$ cat src/rtl/indirect_csr_unit.sv
module indirect_csr_unit (
  input  logic        clk,
  input  logic        rst_n,
  input  logic        host_sel,
  input  logic        host_wr,
  input  logic [15:0] host_wdata,
  output logic [15:0] host_rdata,
  input  logic        init_done,
  input  logic        evt_tx_done,
  input  logic        evt_rx_done,
  input  logic        evt_mem_err,
  input  logic        evt_missed,
  input  logic        evt_no_carrier,
  input  logic        evt_babble,
  output logic        cmd_init,
  output logic        cmd_start,
  output logic        cmd_stop,
  output logic        cmd_tx_demand,
  output logic        irq,
  output logic [31:0] init_base,
  output logic [2:0]  bus_cfg,
  output logic [63:0] mcast_filter,
  output logic        promisc
);

  logic [3:0]  sel_q;
  logic        f_init, f_strt, f_stop, f_tdmd, f_txon, f_rxon, f_inea;
  logic [6:0]  st;
  logic [15:0] base_lo, base_hi, mode_q;
  logic [2:0]  cfg_q;
  logic [63:0] filt_q;

  logic        wr_data, wr0, stop_wr, cfg_wr, intr, err;
  logic [6:0]  ev;
  logic [15:0] csr0;

  assign wr_data = host_wr && !host_sel;
  assign wr0     = wr_data && (sel_q == 4'd0);
  assign stop_wr = wr0 && host_wdata[2];
  assign cfg_wr  = wr_data && f_stop;
  assign ev      = {evt_babble, evt_no_carrier, evt_missed, evt_mem_err,
                    evt_rx_done, evt_tx_done, init_done};

  assign intr = st[6] | st[4] | st[3] | st[2] | st[1] | st[0];
  assign err  = st[6] | st[5] | st[4] | st[3];
  assign csr0 = {err, st, intr, f_inea, f_rxon, f_txon, f_tdmd, f_stop, f_strt, f_init};

  assign irq           = intr && f_inea;
  assign cmd_tx_demand = f_tdmd;
  assign init_base     = {base_hi, base_lo};
  assign bus_cfg       = cfg_q;
  assign mcast_filter  = filt_q;
  assign promisc       = mode_q[15];

  always_ff @(posedge clk) begin
    if (!rst_n) begin
      sel_q <= '0;
      f_init <= 1'b0; f_strt <= 1'b0; f_stop <= 1'b1; f_tdmd <= 1'b0;
      f_txon <= 1'b0; f_rxon <= 1'b0; f_inea <= 1'b0;
      st <= '0;
      base_lo <= '0; base_hi <= '0; mode_q <= '0; cfg_q <= '0; filt_q <= '0;
      cmd_init <= 1'b0; cmd_start <= 1'b0; cmd_stop <= 1'b0;
    end else begin
      cmd_init  <= 1'b0;
      cmd_start <= 1'b0;
      cmd_stop  <= 1'b0;
      f_tdmd    <= 1'b0;
      if (host_wr && host_sel) sel_q <= host_wdata[3:0];
      if (stop_wr) begin
        f_stop <= 1'b1; f_init <= 1'b0; f_strt <= 1'b0;
        f_txon <= 1'b0; f_rxon <= 1'b0; f_inea <= 1'b0;
        st <= '0;
        cfg_q <= '0;
        cmd_stop <= 1'b1;
      end else begin
        st <= (st & ~(wr0 ? host_wdata[14:8] : 7'd0)) | ev;
        if (wr0) begin
          f_inea <= host_wdata[6];
          if (host_wdata[0]) begin
            f_init   <= 1'b1;
            cmd_init <= 1'b1;
          end
          if (host_wdata[1]) begin
            f_strt <= 1'b1; f_stop <= 1'b0;
            f_txon <= 1'b1; f_rxon <= 1'b1;
            cmd_start <= 1'b1;
          end
          if (host_wdata[3]) f_tdmd <= 1'b1;
        end
        if (cfg_wr) begin
          case (sel_q)
            4'd1:  base_lo <= host_wdata;
            4'd2:  base_hi <= host_wdata;
            4'd3:  cfg_q <= host_wdata[2:0];
            4'd8:  filt_q[15:0]  <= host_wdata;
            4'd9:  filt_q[31:16] <= host_wdata;
            4'd10: filt_q[47:32] <= host_wdata;
            4'd11: filt_q[63:48] <= host_wdata;
            4'd15: mode_q <= host_wdata;
            default: ;
          endcase
        end
      end
    end
  end

  always_comb begin
    if (host_sel) host_rdata = {12'd0, sel_q};
    else begin
      case (sel_q)
        4'd0:  host_rdata = csr0;
        4'd1:  host_rdata = base_lo;
        4'd2:  host_rdata = base_hi;
        4'd3:  host_rdata = {13'd0, cfg_q};
        4'd8:  host_rdata = filt_q[15:0];
        4'd9:  host_rdata = filt_q[31:16];
        4'd10: host_rdata = filt_q[47:32];
        4'd11: host_rdata = filt_q[63:48];
        4'd15: host_rdata = mode_q;
        default: host_rdata = 16'd0;
      endcase
    end
  end

  p_stop_wins_r3: assert property (@(posedge clk) disable iff (!rst_n)
    stop_wr |=> (f_stop && !f_init && !f_strt && !f_txon && !f_inea && st == 7'd0
                 && cfg_q == 3'd0 && cmd_stop && !cmd_init));

  p_init_strobe_r4: assert property (@(posedge clk) disable iff (!rst_n)
    (wr0 && host_wdata[0] && !host_wdata[2]) |=> (cmd_init && f_init));

  p_idon_set_r4: assert property (@(posedge clk) disable iff (!rst_n)
    (init_done && !stop_wr) |=> st[0]);

  p_start_r5: assert property (@(posedge clk) disable iff (!rst_n)
    (wr0 && host_wdata[1] && !host_wdata[2]) |=> (!f_stop && f_txon && f_rxon && cmd_start));

  p_tdmd_once_r6: assert property (@(posedge clk) disable iff (!rst_n)
    (f_tdmd && !(wr0 && host_wdata[3])) |=> !f_tdmd);

  p_irq_enable_r10: assert property (@(posedge clk) disable iff (!rst_n)
    irq |-> f_inea);

  p_cfg_locked_r11: assert property (@(posedge clk) disable iff (!rst_n)
    !f_stop |=> ($stable(base_lo) && $stable(base_hi) && $stable(filt_q) && $stable(mode_q)));

endmodule

$ cat config.mk
export PLATFORM = sky130hd
export DESIGN_NAME = indirect_csr_unit
export DESIGN_NICKNAME = d
export VERILOG_FILES = /design/src/rtl/indirect_csr_unit.sv
export SDC_FILE = /design/constraint.sdc
export NUM_CORES = 1
export LEC_CHECK = 0
export BUFFER_PORTS_ARGS = -buffer_cell sky130_fd_sc_hd__clkbuf_2
export CAP_MARGIN = 20
export CORE_MARGIN = 8
export CORE_UTILIZATION = 59
export DETAILED_ROUTE_END_ITERATION = 10
export GPL_TIMING_DRIVEN = 0
export PLACE_DENSITY = 0.95
export SETUP_SLACK_MARGIN = 0.05
export SYNTH_ARGS = -nofsm -noshare
export SYNTH_HDL_FRONTEND = slang
export SYNTH_SLANG_ARGS = --single-unit
$ cat constraint.sdc
create_clock -name clk -period 4.3 [get_ports clk]
set_input_delay 0.215 -clock clk [delete_from_list [all_inputs] [get_ports clk]]
set_output_delay 0.215 -clock clk [all_outputs]
set_load 0.005 [all_outputs]
==> insert_results.sql, run 1 <==
INSERT INTO impl_metrics (metric_group, metric, value, unit) VALUES
('logic_synthesis', 'async_flop_share', '0', '%'),
('logic_synthesis', 'ys.flop_type', 'sky130_fd_sc_hd__dfxtp_1', ''),
('critical_path', 'slowest_stage_cell_crit_path', 'sky130_fd_sc_hd__buf_1', ''),
('sta', 'worst_clock_skew', '0.00601', 'ns'),
('sta', 'layout_worst_path_cycle_share', '67.4', '%'),
('critical_path', 'cp_data_arrival_time', '2.68', 'ns'),
('critical_path', 'path_cells', 'buf_6 -> buf_4 -> buf_1 -> o21ai_0 -> a31o_1 -> a21oi_1 -> clkbuf_2', ''),
('critical_path', 'worstPathRequired', '4.09', 'ns'),
('pwr', 'power-per-cell-area', '367', 'nW/um^2'),
('global_routing', 'grt_overflow', '0', ''),
('floorplanning', 'die_h', '121', 'um'),
('logic_synthesis', 'synth_edf_count', '0', ''),
('critical_path', 'timing.critical_path.to_type', 'output port', ''),
('clocking', 'cts-root-buf', 'sky130_fd_sc_hd__clkbuf_8', ''),
('logic_synthesis', 'synth.net_count', '681', ''),
('clocking', 'postCtsResizedCells', '0', ''),
('critical_path', 'crit_buf_inv', '4', ''),
('route', 'postRouteAntennaNets', '0', ''),
('floorplanning', 'total_die_area', '14700', 'sq um'),
('floorplanning', 'die-width', '121', 'um'),
('sta', 'slew_headroom', '46.6', '%'),
('logic_synthesis', 'cell_area_after_technology_mapping', '6510', 'sq um'),
('logic_synthesis', 'synth_top_cells_by_area', 'sky130_fd_sc_hd__dfxtp_1 (41%), sky130_fd_sc_hd__mux2i_1 (17%), sky130_fd_sc_hd__nor2b_1 (9.7%)', ''),
('hold_path', 'min-delay-path-class', 'input pin to register', ''),
('placement', 'gpl.final_weighted_congestion', '1.00', ''),
('logic_synthesis', 'synthesis.area_per_instance', '9.96', 'sq um'),
('sta', 'slew_violations', '0', ''),
('sta', 'hold_viol_final', '0', ''),
('logic_synthesis', 'synth_cell_type_count', '61', ''),
('route', 'finalWirelength', '23600', 'um'),
('global_routing', 'antenna_found_initial', '0', ''),
('clocking', 'total_setup_buffers_inserted_after_cts', '0', ''),
('route', 'initialDrtViolationCount', '810', ''),
('clocking', 'clock_path_buffers', '2', ''),
('global_routing', 'via_count_of_the_first_global_routing_pass', '6102', ''),
('floorplanning', 'initial_core_util', '60.4', '%'),
('finish', 'synthToLayoutAreaGrowth', '24.3', '%'),
('pwr', 'cellLeakagePower', '3.56', 'nW'),
('finish', 'drive_gt1_share', '27.7', '%'),
('placement', 'place_ws', '1.99', 'ns'),
('global_routing', 'grt_max_degree', '17', ''),
('critical_path', 'rrSetupSlack', '2.27', 'ns'),
('route', 'wire_per_inst', '24.1', 'um'),
('sta', 'fin_crit', '2.90', 'ns'),
('critical_path', 'critical_path.max_fanout', '10', ''),
('clocking', 'numClockSinks', '134', ''),
('clocking', 'path_clk_slew', '0.06', 'ns'),
('clocking', 'clk-insertion-delay-late', '0.53', 'ns'),
('clocking', 'tritoncts.num_buffers', '17', ''),
('route', 'routed_via_density', '6.27', ''),
('finish', 'nNetsFinal', '855', ''),
('sta', 'rsz0062_at_grt', 'no', ''),
('placement', 'dp.final_hpwl', '16100', 'um'),
('route', 'routed-via-count', '6146', ''),
('critical_path', 'critPathKind', 'register to output port', ''),
('logic_synthesis', 'synth-seq-cells', '134', ''),
('sta', 'timing.setup.tns', '0', 'ns'),
('placement', 'place.port_buffers', '145', ''),
('global_routing', 'global_route_wire_length_before_repair', '35500', 'um'),
('logic_synthesis', 'yosys.area.top_type', 'sky130_fd_sc_hd__dfxtp_1', ''),
('floorplanning', 'fp-row-count', '38', ''),
('route', 'post-route-drc-count', '0', ''),
('clocking', 'cts_tree', 'built', ''),
('logic_synthesis', 'yosysWarningCount', '0', ''),
('critical_path', 'critPathMaxStageDelay', '0.60', 'ns'),
('pwr', 'ir_worst_vdd', '0.360', 'mV'),
('logic_synthesis', 'ys_seq_area_share', '41.2', '%'),
('flow_run', 'maxCapViolations', '0', ''),
('logic_synthesis', 'synthesis.instances', '654', ''),
('sta', 'timing.final.setup_violations', '0', ''),
('route', 'drtPass1Iterations', '5', ''),
('sta', 'layout_setup_ws', '1.40', 'ns'),
('floorplanning', 'core-area', '10800', 'sq um'),
('global_routing', 'grt.total_usage', '31.9', '%'),
('run_status', 'run_status', 'finished clean', ''),
('clocking', 'cts_max_level', '4', ''),
('critical_path', 'critical-path-top-delay-family', 'buffers and inverters', ''),
('finish', 'diodes', '0', ''),
('logic_synthesis', 'area_share_of_the_largest_cell_type_after_synthesis', '41.2', '%'),
('sta', 'worst-slew-pin-transition', '0.796', 'ns'),
('floorplanning', 'floorplan.io_pins', '148', ''),
('critical_path', 'critical_path_launch_point_type', 'register', ''),
('sta', 'highest_achievable_clock_rate', '345', 'MHz');
## stage by stage
| step | area, sq um | utilization (%) | power (mW) | cells | hold WS (ns) |
|---|---|---|---|---|---|
| after floorplan | 6520 | - | 1.44 | 654 | 0.339 |
| after global placement | 7420 | 68.7 | 1.54 | 939 | 0.427 |
| after detailed placement | 7420 | 68.7 | 1.54 | 939 | 0.430 |
| after CTS | 8100 | 75.0 | 2.95 | 981 | 0.00576 |
| after global routing | 8100 | 75.0 | 3.04 | 981 | 0.0154 |
| final | 8100 | 75.0 | 2.97 | 981 | 0.0296 |
## flip-flops by register name, indices dropped and copies added (netlist names)
| name | count |
|---|---|
| cmd_stop | 1 |
| cmd_tx_demand | 1 |
| mode_q | 16 |
| base_hi | 16 |
| f_inea | 1 |
| st | 7 |
| f_rxon | 1 |
| mcast_filter | 64 |
| sel_q | 4 |
| bus_cfg | 3 |
| cmd_init | 1 |
| cmd_start | 1 |
| f_init | 1 |
| base_lo | 16 |
| f_stop | 1 |
## cell usage after synthesis, types with 8 or more instances
cell type / number
sky130_fd_sc_hd__mux2i_1: 110
sky130_fd_sc_hd__a21oi_1: 10
sky130_fd_sc_hd__mux2_2: 14
sky130_fd_sc_hd__dfxtp_1: 134
sky130_fd_sc_hd__a21boi_0: 17
sky130_fd_sc_hd__clkbuf_1: 25
sky130_fd_sc_hd__a22o_1: 19
sky130_fd_sc_hd__a21boi_1: 11
sky130_fd_sc_hd__nor2_1: 11
sky130_fd_sc_hd__a22oi_1: 8
sky130_fd_sc_hd__buf_4: 13
sky130_fd_sc_hd__nand3_1: 9
sky130_fd_sc_hd__nand2_1: 55
sky130_fd_sc_hd__buf_2: 9
sky130_fd_sc_hd__nor2b_1: 101
## worst paths after layout
| check | start | to | cells after the start |
|---|---|---|---|
| setup reg to reg | sel_q[3] | f_stop | 6 |
| setup / recovery | sel_q[0] | host_rdata[12] | 7 |
| hold / removal | host_wdata[10] | mode_q[10] | 3 |
| hold reg to reg | mode_q[3] | mode_q[3] | 2 |
## cells in the final DEF (no fill, tap or decap), types with 8 or more instances in the layout
master,netlist,routed
sky130_fd_sc_hd__clkbuf_2,0,145
sky130_fd_sc_hd__dfxtp_1,134,134
sky130_fd_sc_hd__mux2i_1,110,110
sky130_fd_sc_hd__nor2b_1,101,101
sky130_fd_sc_hd__nand2_1,55,55
sky130_fd_sc_hd__clkbuf_1,25,26
sky130_fd_sc_hd__a22o_1,19,19
sky130_fd_sc_hd__a21boi_0,17,17
sky130_fd_sc_hd__clkbuf_16,0,16
sky130_fd_sc_hd__mux2_2,14,14
sky130_fd_sc_hd__buf_4,13,13
sky130_fd_sc_hd__nor2_1,11,11
sky130_fd_sc_hd__a21boi_1,11,11
sky130_fd_sc_hd__a21oi_1,10,10
sky130_fd_sc_hd__dlygate4sd3_1,0,10
sky130_fd_sc_hd__buf_2,9,9
sky130_fd_sc_hd__nand3_1,9,9
sky130_fd_sc_hd__a22oi_1,8,8
## metal layers
layer  GRT usage, %  vias up  routed length (um)
li1               -     2663                   -
met1           37.7     2878                8730
met2           49.9      491               10700
met3           11.4      114                2920
met4           17.1        0                1270
met5              0        -                   0
## final cells by class
| type | count | area [sq um] |
|---|---|---|
| fill | 717 | 2700 |
| buffer | 53 | 300 |
| sequential | 134 | 2680 |
| tap | 140 | 175 |
| multi-input combinational | 464 | 3520 |
| timing repair buffer | 155 | 826 |
| clock inverter | 11 | 123 |
| clock buffer | 21 | 459 |
| inverter | 3 | 11.3 |
## worst register-to-register path, stage by stage (launching register included)
cell	delay, ns
sky130_fd_sc_hd__dfxtp_1	0.31
sky130_fd_sc_hd__buf_4	0.19
sky130_fd_sc_hd__nor2_1	0.50
sky130_fd_sc_hd__and3_1	0.32
sky130_fd_sc_hd__buf_4	0.23
sky130_fd_sc_hd__a21bo_2	0.26
sky130_fd_sc_hd__a2bb2oi_1	0.16
## what timing repair did
item,in CTS,in global routing
endpoints found under the hold margin,10,0
hold buffers,10,0
setup endpoints to repair,0,0
## logic make-up after synthesis
family	synth area share, %
compound gates	13.0
buf+inv	4.78
flops	41.2
mux	20.4
simple gates	20.7
## power by group
part / total [mW] / switching (mW) / internal [mW] / leakage [nW]
Combinational: 0.270 / 0.167 / 0.103 / 2.20
Sequential: 1.27 / 0.0124 / 1.26 / 1.08
Clock: 1.43 / 0.563 / 0.871 / 0.276
Power figures use the tool's default switching activity.
==> run 2, diff against run 1 <==
- ABC_AREA: not set -> 1
- CORE_UTILIZATION: 59 -> 49
- PLACE_DENSITY: 0.95 -> 0.87
- clock period: 4.3 -> 2.6 ns (I/O delays scaled with it)
==> run 2 against run 1 <==
Effect of this change:
- final cell count is 31% higher
- sequential share of layout area is 0.48 points higher
- routed wire length is 10% higher
- power is 72% higher
- critical path depth is 3 higher
- worst setup slack worse by 1.3 ns
- global-route usage is 1.3 points lower
- utilization is 12 points lower
- synthesized area is 1.9% lower
- combinational power is 82% higher
- critical path type unchanged
- sequential cell count stayed put
==> insert_results.sql, run 2 <==
INSERT INTO impl_metrics (metric_group, metric, value, unit) VALUES
('placement', 'place.port_buffers', '135', ''),
('flow_run', 'maxCapViolations', '0', ''),
('clocking', 'clock_path_buffers', '2', ''),
('logic_synthesis', 'cell_area_after_technology_mapping', '6390', 'sq um'),
('logic_synthesis', 'synthMostInstantiatedCell', 'sky130_fd_sc_hd__nand2_1', ''),
('hold_path', 'min-delay-path-class', 'input pin to register', ''),
('logic_synthesis', 'synth.net_count', '971', ''),
('logic_synthesis', 'ys.flop_type', 'sky130_fd_sc_hd__dfxtp_1', ''),
('pwr', 'power-per-cell-area', '639', 'nW/um^2'),
('route', 'wl_met1', '9900', 'um'),
('sta', 'highest_achievable_clock_rate', '402', 'MHz'),
('pwr', 'ir_worst_vdd', '0.425', 'mV'),
('floorplanning', 'die-width', '130', 'um'),
('floorplanning', 'total_die_area', '17000', 'sq um'),
('logic_synthesis', 'yosysWarningCount', '0', ''),
('finish', 'nNetsFinal', '1132', ''),
('logic_synthesis', 'synth_cell_type_count', '21', ''),
('finish', 'drive_gt1_share', '20.7', '%'),
('finish', 'layout.cells.most_common', 'sky130_fd_sc_hd__nand2_1', ''),
('critical_path', 'worstPathRequired', '2.47', 'ns'),
('route', 'post-route-drc-count', '0', ''),
('finish', 'synthToLayoutAreaGrowth', '24.9', '%'),
('route', 'dr_wl_met2', '11300', 'um'),
('global_routing', 'grt_overflow', '0', ''),
('finish', 'diodes', '0', ''),
('clocking', 'total_setup_buffers_inserted_after_cts', '0', ''),
('critical_path', 'critical_path_launch_point_type', 'register', ''),
('clocking', 'numClockSinks', '134', ''),
('clocking', 'cts-root-buf', 'sky130_fd_sc_hd__clkbuf_16', ''),
('critical_path', 'critPathKind', 'register to output port', ''),
('floorplanning', 'die_h', '130', 'um'),
('finish', 'most-common-layout-cells', 'sky130_fd_sc_hd__nand2_1 (235), sky130_fd_sc_hd__clkbuf_2 (139), sky130_fd_sc_hd__dfxtp_1 (133)', ''),
('floorplanning', 'core-area', '12700', 'sq um'),
('critical_path', 'timing.critical_path.to_type', 'output port', ''),
('clocking', 'tritoncts.num_buffers', '17', ''),
('sta', 'worst_clock_skew', '0.0119', 'ns'),
('sta', 'worst-slew-pin-transition', '0.796', 'ns'),
('critical_path', 'critical_path.max_fanout', '10', ''),
('logic_synthesis', 'ys_seq_area_share', '42.0', '%'),
('placement', 'dp.final_hpwl', '18800', 'um'),
('route', 'wire_per_inst', '20.2', 'um'),
('critical_path', 'slowest_stage_cell_crit_path', 'sky130_fd_sc_hd__dfxtp_1', ''),
('sta', 'fin_crit', '2.49', 'ns'),
('logic_synthesis', 'yosys.area.top_type', 'sky130_fd_sc_hd__dfxtp_1', ''),
('floorplanning', 'initial_core_util', '50.4', '%'),
('logic_synthesis', 'area_share_of_the_largest_cell_type_after_synthesis', '42.0', '%'),
('finish', 'largest_register_ffs', '64', ''),
('global_routing', 'grt_max_degree', '17', ''),
('clocking', 'cts_tree', 'built', ''),
('placement', 'place_ws', '0.587', 'ns'),
('finish', 'non_filler_instance_count_after_layout', '1290', ''),
('route', 'finalWirelength', '26100', 'um'),
('sta', 'slew_violations', '0', ''),
('run_status', 'run_status', 'finished clean', ''),
('sta', 'finalHoldWorstSlack', '0.0255', 'ns'),
('sta', 'slew_headroom', '46.9', '%'),
('global_routing', 'grt.total_usage', '30.6', '%'),
('placement', 'placement.cell_area', '7280', 'sq um'),
('global_routing', 'antenna_found_initial', '0', ''),
('clocking', 'clk-insertion-delay-late', '0.44', 'ns'),
('global_routing', 'global_route_wire_length_before_repair', '39100', 'um'),
('route', 'wl_met3', '3530', 'um'),
('route', 'initialDrtViolationCount', '1172', ''),
('sta', 'rsz0062_at_grt', 'no', ''),
('route', 'drtPass1Iterations', '9', ''),
('floorplanning', 'floorplan.io_pins', '148', ''),
('logic_synthesis', 'synth_edf_count', '0', ''),
('pwr', 'cellLeakagePower', '3.45', 'nW'),
('critical_path', 'cp_data_arrival_time', '2.36', 'ns'),
('critical_path', 'path_cells', 'buf_4 -> nand2_1 -> nor2_1 -> clkbuf_4 -> buf_4 -> nand2_1 -> nand3_1 -> nor2_1 -> a21oi_1 -> clkbuf_2', ''),
('clocking', 'cts_max_level', '4', ''),
('route', 'maxUsedRoutingLayer', 'met4', ''),
('route', 'postRouteAntennaNets', '0', ''),
('sta', 'layout_setup_ws', '0.110', 'ns'),
('sta', 'timing.final.setup_violations', '0', ''),
('logic_synthesis', 'synthTopCellsByCount', 'sky130_fd_sc_hd__nand2_1 (235), sky130_fd_sc_hd__dfxtp_1 (134), sky130_fd_sc_hd__a21oi_1 (117), sky130_fd_sc_hd__nand3_1 (106), sky130_fd_sc_hd__nor2_1 (96)', ''),
('placement', 'gpl.final_weighted_congestion', '1.01', ''),
('sta', 'hold_viol_final', '0', ''),
('route', 'routed_via_density', '6.00', ''),
('clocking', 'path_clk_slew', '0.06', 'ns'),
('global_routing', 'via_count_of_the_first_global_routing_pass', '7089', ''),
('logic_synthesis', 'synthesis.area_per_instance', '6.77', 'sq um'),
('critical_path', 'critPathMaxStageDelay', '0.30', 'ns'),
('logic_synthesis', 'synth-seq-cells', '134', ''),
('logic_synthesis', 'synth_top_cells_by_area', 'sky130_fd_sc_hd__dfxtp_1 (42%), sky130_fd_sc_hd__nand2_1 (14%), sky130_fd_sc_hd__a21oi_1 (9.2%)', ''),
('sta', 'timing.setup.tns', '0', 'ns'),
('finish', 'finish.instance_area', '7990', 'sq um'),
('critical_path', 'rrSetupSlack', '0.51', 'ns'),
('floorplanning', 'fp-row-count', '41', ''),
('route', 'routed-via-count', '7738', ''),
('placement', 'dp_cells', '1251', ''),
('logic_synthesis', 'async_flop_share', '0', '%'),
('sta', 'layout_worst_path_cycle_share', '95.8', '%'),
('logic_synthesis', 'synthesis.instances', '944', '');
## run 2: worst paths after layout
check	cells past startpoint	startpoint	end
worst max register to register	7	sel_q[3]	base_hi[14]
worst min-delay path	3	host_wdata[0]	sel_q[0]
worst max-delay path	10	sel_q[1]	host_rdata[7]
worst min register to register	2	f_rxon	f_rxon
## run 2: repair_timing
| action | 4_1_cts | 5_1_grt |
|---|---|---|
| hold endpoints to repair | 7 | 0 |
| endpoints found under the setup margin | 0 | 14 |
| hold buffers | 7 | 0 |
| resized for setup | 0 | 16 |
## run 2: layout make-up
cell class,count,area [sq um]
plain buffers,85,399
clock inverters,12,153
inverters,54,203
well taps,172,215
clock buffers,20,457
fillers,1119,4690
repair buffers,142,746
multi-input cells,671,3130
flip-flops and latches,134,2680
## run 2: cell families (layout without fill, tap and decap cells)
| kind of cell | count (synthesis) | after routing | share of synthesized area (%) |
|---|---|---|---|
| flip-flops | 134 | 134 | 42.0 |
| AO/OA/AOI/OAI | 128 | 128 | 10.1 |
| AND/OR/NAND/NOR | 543 | 543 | 38.7 |
| buffers and inverters | 139 | 313 | 9.18 |
## run 2: critical path, delay by kind of cell (launching register included)
kind	cells	cell delay, ns
AO/OA/AOI/OAI	1	0.17
flip-flops	1	0.30
buffers and inverters	4	0.75
AND/OR/NAND/NOR	5	0.69
## run 2: where the power goes
| group | switching (mW) | internal [mW] |
|---|---|---|
| clock | 0.945 | 1.55 |
| combinational | 0.365 | 0.125 |
| sequential | 0.0312 | 2.09 |
## run 2: metal layers
metal  vias to the layer above  GRT usage, %
li1                       3500             -
met3                       121          8.36
met2                       623          44.6
met4                         0          19.7
met5                         -             0
met1                      3494          39.1
## run 2: per-stage QoR
step	utilization (%)	power, mW
5_1_grt	63.0	5.22
4_1_cts	62.8	5.07
6_report	63.0	5.11
2_1_floorplan	-	2.43
3_5_place_dp	57.5	2.61
3_3_place_gp	57.5	2.61
==> run 3, diff against run 2 <==
- CAP_MARGIN: 20 -> 5
- REMOVE_ABC_BUFFERS: not set -> 1
==> run 3 against run 2 <==
Effect of this change:
- count of clock-buffer cells in the layout shrank 1
- first-iteration DRC count fell by 0.85%
- combinational power is 10% higher
- power is 6.7% higher
- clock skew shrank 0.0029 ns
- sequential share of layout area down 0.99 points
- worst setup slack better by 0.063 ns
- non-clock buffer count down 44
- maximum frequency increased by 2.6%
==> insert_results.sql, run 3 (synthesized netlist as in run 2, its figures left out) <==
INSERT INTO impl_metrics (metric_group, metric, value, unit) VALUES
('pwr', 'cellLeakagePower', '3.52', 'nW'),
('clocking', 'numClockSinks', '134', ''),
('route', 'post-route-drc-count', '0', ''),
('finish', 'largest_register_ffs', '64', ''),
('global_routing', 'antenna_found_initial', '0', ''),
('sta', 'slew_headroom', '32.9', '%'),
('global_routing', 'grt_use_met3', '7.34', '%'),
('sta', 'worst_clock_skew', '0.00904', 'ns'),
('sta', 'fin_crit', '2.43', 'ns'),
('global_routing', 'met1_usage', '37.1', '%'),
('critical_path', 'path_cells', 'nand2_1 -> nor2_2 -> nand3_4 -> nand2_1 -> nand2_1 -> nor2_1', ''),
('floorplanning', 'floorplan.io_pins', '148', ''),
('sta', 'worst-slew-pin-transition', '1.00', 'ns'),
('floorplanning', 'initial_core_util', '50.4', '%'),
('route', 'finalWirelength', '25000', 'um'),
('clocking', 'path_clk_slew', '0.06', 'ns'),
('placement', 'dp.final_hpwl', '14300', 'um'),
('sta', 'hold_viol_final', '0', ''),
('run_status', 'run_status', 'finished clean', ''),
('critical_path', 'worstPathRequired', '2.97', 'ns'),
('critical_path', 'cp_data_arrival_time', '2.80', 'ns'),
('floorplanning', 'die-width', '130', 'um'),
('critical_path', 'critical_path.max_fanout', '21', ''),
('global_routing', 'global_route_wire_length_before_repair', '37900', 'um'),
('critical_path', 'slowest_stage_cell_crit_path', 'sky130_fd_sc_hd__nor2_2', ''),
('route', 'routed-via-count', '7593', ''),
('placement', 'gpl.final_weighted_congestion', '0.890', ''),
('route', 'routed_via_density', '6.06', ''),
('clocking', 'cts_max_level', '4', ''),
('floorplanning', 'total_die_area', '17000', 'sq um'),
('floorplanning', 'core-area', '12700', 'sq um'),
('global_routing', 'via_count_of_the_first_global_routing_pass', '7097', ''),
('critical_path', 'critical-path-top-delay-family', 'simple AND/OR/NAND/NOR gates', ''),
('clocking', 'cts_tree', 'built', ''),
('finish', 'most-common-layout-cells', 'sky130_fd_sc_hd__nand2_1 (234), sky130_fd_sc_hd__clkbuf_2 (147), sky130_fd_sc_hd__dfxtp_1 (130)', ''),
('critical_path', 'crit_buf_inv', '0', ''),
('sta', 'highest_achievable_clock_rate', '412', 'MHz'),
('placement', 'place.port_buffers', '147', ''),
('finish', 'diodes', '0', ''),
('global_routing', 'grt_max_degree', '58', ''),
('hold_path', 'min_from', 'host_wdata[3]', ''),
('route', 'postRouteAntennaNets', '0', ''),
('global_routing', 'globalRouteMet2Util', '44.1', '%'),
('global_routing', 'grt.total_usage', '29.3', '%'),
('global_routing', 'gr-max-usage-layer', 'met2', ''),
('sta', 'rsz0062_at_grt', 'no', ''),
('pwr', 'power-per-cell-area', '661', 'nW/um^2'),
('critical_path', 'timing.critical_path.to_type', 'register', ''),
('global_routing', 'grt_overflow', '0', ''),
('critical_path', 'reg2reg_from', 'sel_q[1]', ''),
('clocking', 'clk-insertion-delay-late', '0.44', 'ns'),
('clocking', 'clock_path_buffers', '2', ''),
('critical_path', 'worstSetupStartpoint', 'sel_q[1]', ''),
('route', 'wire_per_inst', '19.9', 'um'),
('finish', 'nNetsFinal', '1095', ''),
('pwr', 'post-layout-total-power', '5.45', 'mW'),
('route', 'initialDrtViolationCount', '1162', ''),
('finish', 'finish.instance_area', '8240', 'sq um'),
('flow_run', 'maxCapViolations', '0', ''),
('critical_path', 'worst_path_most_repeated_cell', 'sky130_fd_sc_hd__nand2_1', ''),
('clocking', 'tritoncts.num_buffers', '17', ''),
('finish', 'drive_gt1_share', '22.6', '%'),
('floorplanning', 'fp-row-count', '41', ''),
('critical_path', 'critPathKind', 'register to register', ''),
('critical_path', 'critPathMaxStageDelay', '0.67', 'ns'),
('critical_path', 'critical_path_launch_point_type', 'register', ''),
('floorplanning', 'die_h', '130', 'um'),
('pwr', 'ir_worst_vdd', '0.456', 'mV'),
('sta', 'layout_worst_path_cycle_share', '93.4', '%'),
('clocking', 'cts-root-buf', 'sky130_fd_sc_hd__clkbuf_16', ''),
('hold_path', 'min-delay-path-class', 'input pin to register', ''),
('finish', 'synthToLayoutAreaGrowth', '28.9', '%'),
('sta', 'timing.final.setup_violations', '0', ''),
('sta', 'slew_violations', '0', ''),
('placement', 'placement.cell_area', '7160', 'sq um'),
('finish', 'layout.cells.most_common', 'sky130_fd_sc_hd__nand2_1', ''),
('route', 'drtPass1Iterations', '6', '');
==> run 3: power by group <==
group | internal (mW) | total, mW | leakage (nW) | switching [mW]
sequential | 2.09 | 2.12 | 1.08 | 0.0386
clock | 1.84 | 2.78 | 0.325 | 0.938
combinational | 0.155 | 0.541 | 2.11 | 0.386
==> run 3: final cells by class <==
| cell class | instances | area [sq um] |
|---|---|---|
| multi-input combinational | 678 | 3300 |
| tap | 172 | 215 |
| fill | 1117 | 4430 |
| sequential | 134 | 2690 |
| timing repair buffer | 183 | 1150 |
| clock inverter | 13 | 226 |
| inverter | 54 | 209 |
| clock buffer | 19 | 453 |
==> run 3: worst min-delay path, stage by stage <==
cell and delay [ns]:
sky130_fd_sc_hd__clkbuf_2 0.17, sky130_fd_sc_hd__inv_1 0.08, sky130_fd_sc_hd__nor2_1 0.04
==> run 3: through the flow <==
| step | TNS [ns] | util [%] | hold slack, ns | instances | setup WS, ns |
|---|---|---|---|---|---|
| floorplan | -415.43 | - | 0.242 | 859 | -3.52 |
| global placement | -919.42 | 54.9 | 0.360 | 1178 | -7.15 |
| detailed placement | -119.75 | 56.5 | 0.357 | 1187 | -1.20 |
| CTS | 0 | 64.4 | 0.0201 | 1246 | 0.0509 |
| global route | 0 | 65.0 | 0.0528 | 1253 | 0.0588 |
| finish | 0 | 65.0 | 0.0368 | 1253 | 0.173 |
==> run 3: path summary, 6_finish.rpt <==
kind	to	slack [ns]	depth (start not counted)
hold reg to reg	f_rxon	0.46	2
setup / recovery	mode_q[12]	0.17	6
setup reg to reg	mode_q[12]	0.17	6
hold / removal	cmd_tx_demand	0.04	3
==> run 3: layer usage <==
metal  wire length (um)  part of all wire, %
met1               9370                   37
met2              11100                   45
met3               3370                   13
met4               1110                  4.5
met5                  0                    0
==> run 3: what timing repair did <==
item                                    in CTS  in global routing
hold endpoints to repair                     7                  0
hold buffers                                 7                  0
cloned                                       7                  0
pin swaps                                    8                  4
endpoints found under the setup margin     146                 37
gates resized for setup                     18                  3
setup buffers                               13                  7
